==> src/rtl/banked_timer_window_pkg.sv <==
package banked_timer_window_pkg;
  localparam int OFF_W   = 5;   // 32-byte window
  localparam int WORD_W  = 3;   // 8 words per window
  localparam int DATA_W  = 32;
  localparam int ID_W    = 2;
  localparam int MAX_CORES = 4;

  typedef enum logic [1:0] {
    SZ_BYTE = 2'b00,
    SZ_HALF = 2'b01,
    SZ_WORD = 2'b10
  } acc_size_e;

  typedef struct packed {
    logic              valid;
    logic              err;
    logic [DATA_W-1:0] rdata;
  } rsp_t;
endpackage

==> src/rtl/btw_win_decode.sv <==
module btw_win_decode
  import banked_timer_window_pkg::*;
#(
  parameter int ADDR_W = 8,
  localparam int WIN_W = ADDR_W - OFF_W
) (
  input  logic              valid_i,
  input  logic [ADDR_W-1:0] addr_i,
  input  logic [1:0]        size_i,
  output logic [WIN_W-1:0]  win_o,
  output logic [WORD_W-1:0] word_o,
  output logic              ok_o,
  output logic              fmt_err_o
);
  logic fmt_good;

  assign win_o     = addr_i[ADDR_W-1:OFF_W];
  assign word_o    = addr_i[OFF_W-1:2];
  assign fmt_good  = (size_i == SZ_WORD) && (addr_i[1:0] == 2'b00);
  assign ok_o      = valid_i && fmt_good;
  assign fmt_err_o = valid_i && !fmt_good;
endmodule

==> src/rtl/btw_core_steer.sv <==
module btw_core_steer
  import banked_timer_window_pkg::*;
#(
  parameter int NUM_CORES = 4,
  parameter int WIN_W     = 3
) (
  input  logic                 ok_i,
  input  logic [WIN_W-1:0]     win_i,
  input  logic [ID_W-1:0]      cpu_i,
  output logic [NUM_CORES-1:0] sel_o,
  output logic                 id_err_o
);
  logic alias_win;

  assign alias_win = (win_i == '0);
  assign id_err_o  = ok_i && alias_win && (32'(cpu_i) >= NUM_CORES);

  for (genvar i = 0; i < NUM_CORES; i++) begin : g_core
    logic direct_hit, alias_hit;
    assign direct_hit = (32'(win_i) == i + 1);
    assign alias_hit  = alias_win && (32'(cpu_i) == i);
    assign sel_o[i]   = ok_i && (direct_hit || alias_hit);
  end
endmodule

==> src/rtl/btw_rsp_reg.sv <==
module btw_rsp_reg
  import banked_timer_window_pkg::*;
#(
  parameter int NUM_CORES = 4
) (
  input  logic                        clk_i,
  input  logic                        rst_ni,
  input  logic                        valid_i,
  input  logic                        write_i,
  input  logic                        err_i,
  input  logic [NUM_CORES-1:0]        sel_i,
  input  logic [NUM_CORES*DATA_W-1:0] rdata_i,
  output rsp_t                        rsp_o
);
  logic [DATA_W-1:0] mux_data;
  rsp_t              rsp_q;

  // select is one-hot or zero, so an OR tree suffices
  always_comb begin
    mux_data = '0;
    for (int i = 0; i < NUM_CORES; i++) begin
      if (sel_i[i]) mux_data = mux_data | rdata_i[i*DATA_W +: DATA_W];
    end
  end

  always_ff @(posedge clk_i or negedge rst_ni) begin
    if (!rst_ni) begin
      rsp_q <= '0;
    end else begin
      rsp_q.valid <= valid_i;
      rsp_q.err   <= err_i;
      rsp_q.rdata <= (valid_i && !write_i) ? mux_data : '0;
    end
  end

  assign rsp_o = rsp_q;
endmodule

==> src/rtl/banked_timer_window.sv <==
module banked_timer_window
  import banked_timer_window_pkg::*;
#(
  parameter int NUM_CORES = 4,
  parameter int ADDR_W    = 8
) (
  input  logic                        clk_i,
  input  logic                        rst_ni,
  input  logic                        req_valid_i,
  input  logic                        req_write_i,
  input  logic [ADDR_W-1:0]           req_addr_i,
  input  logic [1:0]                  req_size_i,
  input  logic [ID_W-1:0]             req_cpu_i,
  input  logic [DATA_W-1:0]           req_wdata_i,
  output logic                        rsp_valid_o,
  output logic [DATA_W-1:0]           rsp_rdata_o,
  output logic                        rsp_err_o,
  output logic [NUM_CORES-1:0]        tmr_sel_o,
  output logic                        tmr_we_o,
  output logic [WORD_W-1:0]           tmr_word_o,
  output logic [DATA_W-1:0]           tmr_wdata_o,
  input  logic [NUM_CORES*DATA_W-1:0] tmr_rdata_i,
  input  logic [NUM_CORES-1:0]        tmr_irq_i,
  output logic [NUM_CORES-1:0]        irq_o
);
  localparam int WIN_W = ADDR_W - OFF_W;

  if (NUM_CORES < 1 || NUM_CORES > MAX_CORES) begin : g_bad_cores
    $error("banked_timer_window: NUM_CORES must be 1..4");
  end
  if ((NUM_CORES + 1) > (1 << WIN_W)) begin : g_bad_addr
    $error("banked_timer_window: ADDR_W too small for all windows");
  end

  logic [WIN_W-1:0]     win;
  logic [WORD_W-1:0]    word;
  logic                 acc_ok, fmt_err, id_err;
  logic [NUM_CORES-1:0] sel;
  rsp_t                 rsp;

  btw_win_decode #(.ADDR_W(ADDR_W)) u_decode (
    .valid_i   (req_valid_i),
    .addr_i    (req_addr_i),
    .size_i    (req_size_i),
    .win_o     (win),
    .word_o    (word),
    .ok_o      (acc_ok),
    .fmt_err_o (fmt_err)
  );

  btw_core_steer #(.NUM_CORES(NUM_CORES), .WIN_W(WIN_W)) u_steer (
    .ok_i     (acc_ok),
    .win_i    (win),
    .cpu_i    (req_cpu_i),
    .sel_o    (sel),
    .id_err_o (id_err)
  );

  btw_rsp_reg #(.NUM_CORES(NUM_CORES)) u_rsp (
    .clk_i   (clk_i),
    .rst_ni  (rst_ni),
    .valid_i (req_valid_i),
    .write_i (req_write_i),
    .err_i   (fmt_err || id_err),
    .sel_i   (sel),
    .rdata_i (tmr_rdata_i),
    .rsp_o   (rsp)
  );

  assign tmr_sel_o   = sel;
  assign tmr_we_o    = req_write_i && (|sel);
  assign tmr_word_o  = word;
  assign tmr_wdata_o = req_wdata_i;
  assign irq_o       = tmr_irq_i;

  assign rsp_valid_o = rsp.valid;
  assign rsp_err_o   = rsp.err;
  assign rsp_rdata_o = rsp.rdata;
endmodule

==> config.mk <==
export PLATFORM = sky130hd
export DESIGN_NAME = banked_timer_window
export DESIGN_NICKNAME = d
export VERILOG_FILES = /design/src/rtl/banked_timer_window_pkg.sv /design/src/rtl/btw_win_decode.sv /design/src/rtl/btw_core_steer.sv /design/src/rtl/btw_rsp_reg.sv /design/src/rtl/banked_timer_window.sv
export SDC_FILE = /design/constraint.sdc
export NUM_CORES = 1
export LEC_CHECK = 0
export ABC_CLOCK_PERIOD_IN_PS = 3200
export BUFFER_PORTS_ARGS = -buffer_cell sky130_fd_sc_hd__buf_4
export CAP_MARGIN = 15
export CORE_AREA = 2 2 101 103
export CTS_CLUSTER_DIAMETER = 150
export CTS_CLUSTER_SIZE = 25
export DETAILED_ROUTE_END_ITERATION = 10
export DIE_AREA = 0 0 103 105
export GPL_TIMING_DRIVEN = 1
export PLACE_DENSITY = 0.72
export REMOVE_ABC_BUFFERS = 1
export SYNTH_ARGS = -nofsm -noshare
export SYNTH_HDL_FRONTEND = slang
export SYNTH_SLANG_ARGS = --single-unit
export TNS_END_PERCENT = 30
==> constraint.sdc <==
create_clock -name clk_i -period 3.2 [get_ports clk_i]
set_input_delay 0.16 -clock clk_i [delete_from_list [all_inputs] [get_ports clk_i]]
set_output_delay 0.16 -clock clk_i [all_outputs]
set_load 0.02 [all_outputs]
==> reports/metrics.csv, run 1 <==
stage;metric;value;unit
timing;rsz0062_at_grt;no;
timing;finalCritPeriodShare;61.77;%
power;leakagePower;1.762;nW
place;hpwl;10.27;mm
power;switching_power;0.2488;mW
logic_synthesis;synth-seq-cells;34;
timing;finalWorstSetupSlack;1.223;ns
power;p_per_area;270.4;nW/um2
power;clkPwrFrac;30.7;%
status;status;complete, no violations;
power;pwr-share-seq;44.3;%
drt;vias;2550;
place;numPortBuffers;179;
final_layout;largest_reg_flops;34;
final_layout;fin_nets;571;
power;switching_share;25.43;%
worst_setup_path;endpoint;u_rsp.rsp_o[24]$_DFF_PN0_;
logic_synthesis;synth_common_cells;buf_4 (39), dfrtp_1 (34), nor2b_1 (22), a21oi_1 (18), o21ai_0 (18);
power;max-vdd-ir-drop;0.0001239;V
min_path;hp-class;in2reg;
timing;fin_crit;1.977;ns
logic_synthesis;synth-edff-count;0;
global_route;antenna_found_initial;0;
final_layout;final_layout_size_suffix_gt1_share;52.69;%
clocking;clock_path_buffers;2;
floorplan;dieArea;10820;um2
power;pwr-share-comb;24.9;%
worst_setup_path;worst_setup_path_end_kind;flop;
final_layout;register_area;850.8;um2
logic_synthesis;syn_avg_cell_area;9.190;um2
global_route;grt_pass1_vias;2622;
logic_synthesis;ys_seq_area_share;35.47;%
logic_synthesis;post-synth-top-area-fraction;35.47;%
timing;worstMarginPinSlew;0.6278;ns
worst_setup_path;cp-startpoint;req_addr_i[1];
global_route;grtUsageTotal;21.65;%
floorplan;initial_core_util;24.88;%
timing;maxSlewHeadroom;57.92;%
floorplan;std_cell_rows;36;
job;drv_cap;0;
timing;hold_viol;0;
worst_setup_path;critPathLaunchType;primary input;
drt;drt_iter0_drc;139;
logic_synthesis;syn_inst;261;
final_layout;fill_cells;1015;
floorplan;die_h;105;um
worst_setup_path;crit_slowest_cell;or4b_4;
drt;viasPerCell;4.866;
timing;slew_viol_final;0;
drt;drcViolationCount;0;
place;pre_cts_slack;0.9049;ns
final_layout;areaGrowthSynthToFinish;50.86;%
clocking;cts_root_buf;clkbuf_8;
timing;setup_viol;0;
logic_synthesis;ys_types;35;
worst_setup_path;cpPeakStageDelay;0.55;ns
worst_setup_path;crit_chain;buf_4 -> or4b_4 -> or2_2 -> nor3_2 -> buf_4 -> a221o_2;
final_layout;multi_input_area;1081;um2
clocking;clkTransAtPathRegs;0.07;ns
logic_synthesis;synth_area_leader_cell;dfrtp_1;
logic_synthesis;ys_top_cells_by_area;dfrtp_1 (35%), buf_4 (12%), nor2b_1 (5.7%);
power;p_int;0.7297;mW
clocking;cts_tree;done;
worst_setup_path;cp_max_fo;14;
final_layout;antenna_cells;0;
clocking;post_cts_buffers;0;
logic_synthesis;synth_area;2399;um2
floorplan;core_area;9639;um2
worst_setup_path;cp_common_cell;buf_4;
logic_synthesis;synth_most_common_cell;buf_4;
worst_setup_path;arrival;2.19;ns
logic_synthesis;synth_flop_cell;dfrtp_1;
timing;max_freq;505.9;MHz
drt;wl_per_cell;23.16;um
logic_synthesis;ys_warn_count;0;
global_route;grt_pass1_wl;16.59;mm
global_route;grt_remaining_overflow;0;
final_layout;fin_util;37.54;%
floorplan;pin_count;258;
floorplan;chipWidth;103;um
global_route;grt_max_degree;41;
drt;wl;12.14;mm
logic_synthesis;synthArstFlopShare;100.0;%
clocking;cts_sinks;34;
worst_setup_path;worstSetupPathType;in2reg;
timing;tns;0;ns
drt;antenna_left;0;
clocking;htreeDepth;2;
place;gp_congestion;0.8877;
worst_setup_path;required;3.42;ns
clocking;cts_inserted_buffers;5;
drt;dr.pass1.iters;5;
-- kinds of logic (layout without fill, tap and decap cells) --
| kind of cell | Yosys count | in the layout | share of synthesized area, % |
|---|---|---|---|
| and+or+nand+nor | 66 | 66 | 18.10 |
| AOI/OAI and AO/OA | 86 | 86 | 26.76 |
| DFF | 34 | 34 | 35.47 |
| buffers and inverters | 75 | 205 | 19.67 |
-- per-layer routing --
layer	track usage (%)	wire, um	up-vias	part of all wire, %
li1	-	-	1178	-
met1	17.70	3337	1168	27
met2	36.78	5982	185	49
met3	19.67	2512	19	21
met4	6.767	305	0	2.5
met5	0	0	-	0
-- layout make-up --
type | count | share of cell area [%]
Sequential cell | 34 | 23.51
Tap cell | 133 | 4.599
Timing Repair Buffer | 186 | 38.66
Clock buffer | 7 | 2.109
Inverter | 12 | 1.245
Multi-Input combinational cell | 152 | 29.88
-- through the flow --
step                      power [mW]  hold WS, ns  cell area [um2]  cells
after global placement        0.6826       0.1375             3532    516
after CTS                     0.9900     0.005464             3618    524
final                         0.9785      0.01699             3618    524
after floorplan               0.5050      -0.1356             1972    198
after global routing           1.027     0.002487             3618    524
after detailed placement      0.6863       0.1472             3532    516
-- placed cells by master, fill, tap and decap left out --
cell type / count
a21o_1: 1
a21oi_1: 18
a221o_1: 7
a221o_2: 10
a222oi_1: 4
a22oi_1: 11
and2_1: 1
buf_4: 185
clkbuf_1: 2
clkbuf_8: 5
dfrtp_1: 34
dlygate4sd3_1: 1
inv_1: 12
nand2_1: 1
nand2b_1: 1
nand3_1: 11
nand3b_1: 17
nor2_1: 2
nor2b_1: 22
nor2b_4: 1
nor3_1: 1
nor3_2: 1
nor4b_1: 1
o21ai_0: 18
o21ba_2: 1
o21bai_1: 1
o221ai_1: 11
o2bb2ai_1: 4
or2_2: 1
or3_1: 3
or3_4: 1
or4_1: 1
or4b_4: 1
-- power by group through the flow --
stage / clock [mW] / sequential, mW / combinational, mW
after floorplan: 0 / 0.446 / 0.0587
after global placement: 0 / 0.442 / 0.241
after detailed placement: 0 / 0.442 / 0.244
after CTS: 0.310 / 0.434 / 0.246
after global routing: 0.328 / 0.434 / 0.265
final: 0.301 / 0.434 / 0.244
-- what timing repair did --
action | CTS | global route
gates resized for setup | 0 | 0
hold buffers | 1 | 0
hold endpoints to repair | 34 | 0
-- worst min path at each step --
stage / end / start / depth (start not counted) / slack [ns]
2_1_floorplan: u_rsp.rsp_o[0]$_DFF_PN0_ / rst_ni / 0 / -0.14
3_3_place_gp: u_rsp.rsp_o[7]$_DFF_PN0_ / rst_ni / 1 / 0.14
3_5_place_dp: u_rsp.rsp_o[11]$_DFF_PN0_ / rst_ni / 1 / 0.15
4_1_cts: u_rsp.rsp_o[33]$_DFF_PN0_ / req_valid_i / 1 / 0.005
5_1_grt: u_rsp.rsp_o[33]$_DFF_PN0_ / req_valid_i / 1 / 0.002
6_report: u_rsp.rsp_o[33]$_DFF_PN0_ / req_valid_i / 1 / 0.02
-- critical path: cells and delay by family --
family,cells,cell delay [ns]
AO/OA/AOI/OAI,1,0.18
AND/OR/NAND/NOR,3,1.41
buffers and inverters,2,0.42
(Power assumes the default switching activity.)
==> inputs of run 2 (changes only) <==
--- a/config.mk
+++ b/config.mk
@@ -5,16 +5,16 @@
 export SDC_FILE = /design/constraint.sdc
 export NUM_CORES = 1
 export LEC_CHECK = 0
-export ABC_CLOCK_PERIOD_IN_PS = 3200
+export ABC_CLOCK_PERIOD_IN_PS = 1680
 export BUFFER_PORTS_ARGS = -buffer_cell sky130_fd_sc_hd__buf_4
 export CAP_MARGIN = 15
-export CORE_AREA = 2 2 101 103
+export CORE_ASPECT_RATIO = 0.5
+export CORE_UTILIZATION = 32
 export CTS_CLUSTER_DIAMETER = 150
 export CTS_CLUSTER_SIZE = 25
 export DETAILED_ROUTE_END_ITERATION = 10
-export DIE_AREA = 0 0 103 105
 export GPL_TIMING_DRIVEN = 1
-export PLACE_DENSITY = 0.72
+export PLACE_DENSITY = 0.89
 export REMOVE_ABC_BUFFERS = 1
 export SYNTH_ARGS = -nofsm -noshare
 export SYNTH_HDL_FRONTEND = slang
==> constraint.sdc (replaced) <==
create_clock -name clk_i -period 1.68 [get_ports clk_i]
set_input_delay 0.084 -clock clk_i [delete_from_list [all_inputs] [get_ports clk_i]]
set_output_delay 0.084 -clock clk_i [all_outputs]
set_load 0.02 [all_outputs]
==> run 2 against run 1 <==
Against the previous run:
- critical path depth did not move
- sequential share of layout area fell by 0.72 points
- cell area rose by 3.2%
- utilization rose by 16 points
- first-iteration DRC count rose by 22%
- via count rose by 4.8%
- routed wire length fell by 4.2%
- global-route usage rose by 6.6 points
==> reports/metrics.csv, run 2 (synthesis gave the netlist of run 1 again) <==
stage;metric;value;unit;change
timing;setup_viol;0;;unchanged
final_layout;final_layout_size_suffix_gt1_share;53.87;%;was 52.69%
clocking;cts_root_buf;clkbuf_16;;was clkbuf_8
final_layout;fin_util;53.62;%;was 37.54%
power;max-vdd-ir-drop;0.0003989;V;was 0.0001239 V
place;numPortBuffers;179;;unchanged
worst_setup_path;arrival;1.53;ns;was 2.19 ns
drt;drt_iter0_drc;169;;was 139
global_route;grt_max_degree;35;;was 41
clocking;clkTransAtPathRegs;0.05;ns;was 0.07 ns
worst_setup_path;worstSetupPathType;in2out;;was in2reg
place;hpwl;9.552;mm;was 10.27 mm
global_route;grt_pass1_wl;16.15;mm;was 16.59 mm
timing;max_freq;620.2;MHz;
floorplan;core_area;6963;um2;was 9639 um2
final_layout;antenna_cells;0;;unchanged
global_route;grt_remaining_overflow;0;;unchanged
clocking;cts_tree;done;;unchanged
power;leakagePower;1.850;nW;was 1.762 nW
drt;viasPerCell;5.420;;was 4.866
worst_setup_path;critPathLaunchType;primary input;;unchanged
floorplan;chipWidth;124.4;um;was 103 um
final_layout;mostFrequentLayoutCell;buf_4;;unchanged
timing;finalCritPeriodShare;95.97;%;
drt;vias;2672;;was 2,550
worst_setup_path;cp-startpoint;req_addr_i[1];;unchanged
final_layout;fin_area;3734;um2;was 3618 um2
floorplan;dieArea;7867;um2;was 10,820 um2
timing;rsz0062_at_grt;no;;unchanged
timing;slew_viol_final;0;;unchanged
final_layout;largest_reg_flops;34;;unchanged
clocking;clock_path_buffers;2;;unchanged
drt;antenna_left;0;;unchanged
floorplan;pin_count;258;;unchanged
final_layout;fin_nets;580;;was 571
worst_setup_path;worst_setup_path_end_kind;primary output;;was flop
final_layout;layout_common_cells;buf_4 (191), dfrtp_1 (34), nor2b_1 (22);;was buf_4 (185), dfrtp_1 (34), nor2b_1 (22)
worst_setup_path;cp_max_fo;4;;was 14
place;gp_congestion;0.9375;;was 0.8877
status;status;complete, no violations;;unchanged
floorplan;initial_core_util;34.45;%;was 24.88%
drt;wl_per_cell;23.59;um;was 23.16 um
floorplan;die_h;63.22;um;was 105 um
job;drv_cap;0;;unchanged
timing;maxSlewHeadroom;70.04;%;was 57.92%
clocking;htreeDepth;2;;unchanged
place;placed_area;3566;um2;was 3532 um2
timing;worstMarginPinSlew;0.4495;ns;was 0.6278 ns
drt;wl;11.63;mm;was 12.14 mm
floorplan;std_cell_rows;21;;was 36
global_route;grtUsageTotal;28.28;%;was 21.65%
min_path;hp-class;in2reg;;unchanged
timing;fin_crit;1.612;ns;
final_layout;areaGrowthSynthToFinish;55.66;%;was 50.86%
clocking;post_cts_resized;0;;unchanged
timing;hold_viol;0;;unchanged
worst_setup_path;endpoint;tmr_sel_o[2];;was u_rsp.rsp_o[24]$_DFF_PN0_
worst_setup_path;required;1.60;ns;was 3.42 ns
global_route;grt_pass1_vias;2599;;was 2,622
clocking;cts_sinks;34;;unchanged
global_route;antenna_found_initial;0;;unchanged
clocking;cts_inserted_buffers;5;;unchanged
power;p_per_area;591.8;nW/um2;was 270.4 nW/um2
drt;dr.pass1.iters;4;;was 5
drt;drcViolationCount;0;;unchanged
-- run 2: cell count changes in the layout (fill, tap and decap cells not counted), sizes merged --
cell,previous run,this run
buf,185,193
clkinv,0,1
dlygate4sd3,1,2
-- run 2: report_power, final --
group | switching [mW] | total, mW | internal (mW)
clock network | 0.322 | 0.908 | 0.586
logic | 0.185 | 0.473 | 0.288
registers | 0.00217 | 0.828 | 0.826
total | 0.509 | 2.21 | 1.70
-- run 2: worst max-delay path: stages --
cell and delay (ns):
buf_4 0.11, or4b_4 0.54, buf_4 0.16, or3_1 0.37, nor2b_1 0.13, buf_4 0.15
-- run 2: layout make-up --
type / instances / area, um2
clock buffers: 7 / 142.6
clock inverters: 1 / 5.005
fillers: 598 / 3229
inverters: 12 / 45.04
multi-input cells: 152 / 1081
flip-flops and latches: 34 / 850.8
well taps: 92 / 115.1
repair buffers: 195 / 1494
-- run 2: layer usage --
layer | routed length (um) | vias up | global-route usage (%) | share of wire (%)
li1 | - | 1201 | - | -
met1 | 3874 | 1305 | 25.78 | 33
met3 | 2137 | 21 | 25.40 | 18
met2 | 5419 | 143 | 46.96 | 47
met5 | 37 | - | 5.882 | 0.32
met4 | 161 | 2 | 4.970 | 1.4
-- run 2: what timing repair did --
action	CTS	global route
hold buffers	2	0
hold endpoints to repair	35	0
endpoints found under the setup margin	0	0
setup buffers	0	0
-- run 2: worst min-delay path by stage --
stage	startpoint	endpoint	slack [ns]	cells past startpoint
after floorplan	rst_ni	u_rsp.rsp_o[0]$_DFF_PN0_	-0.21	0
after detailed placement	rst_ni	u_rsp.rsp_o[9]$_DFF_PN0_	0.05	1
after CTS	tmr_rdata_i[116]	u_rsp.rsp_o[20]$_DFF_PN0_	0.01	2
after global placement	rst_ni	u_rsp.rsp_o[9]$_DFF_PN0_	0.06	1
after global routing	tmr_rdata_i[126]	u_rsp.rsp_o[30]$_DFF_PN0_	0.02	2
final	tmr_rdata_i[116]	u_rsp.rsp_o[20]$_DFF_PN0_	0.02	2
-- run 2: through the flow --
stage	TNS, ns	hold slack, ns	std cells	total power, mW	worst slack [ns]
after floorplan	-18.09	-0.2116	198	0.9619	-0.7995
after global placement	-2.539	0.05657	483	1.299	-0.09423
after detailed placement	-3.307	0.05467	483	1.306	-0.1538
after CTS	0	0.01377	493	2.212	0.06621
after global routing	0	0.02296	493	2.292	0.001472
final	0	0.02067	493	2.210	0.06766
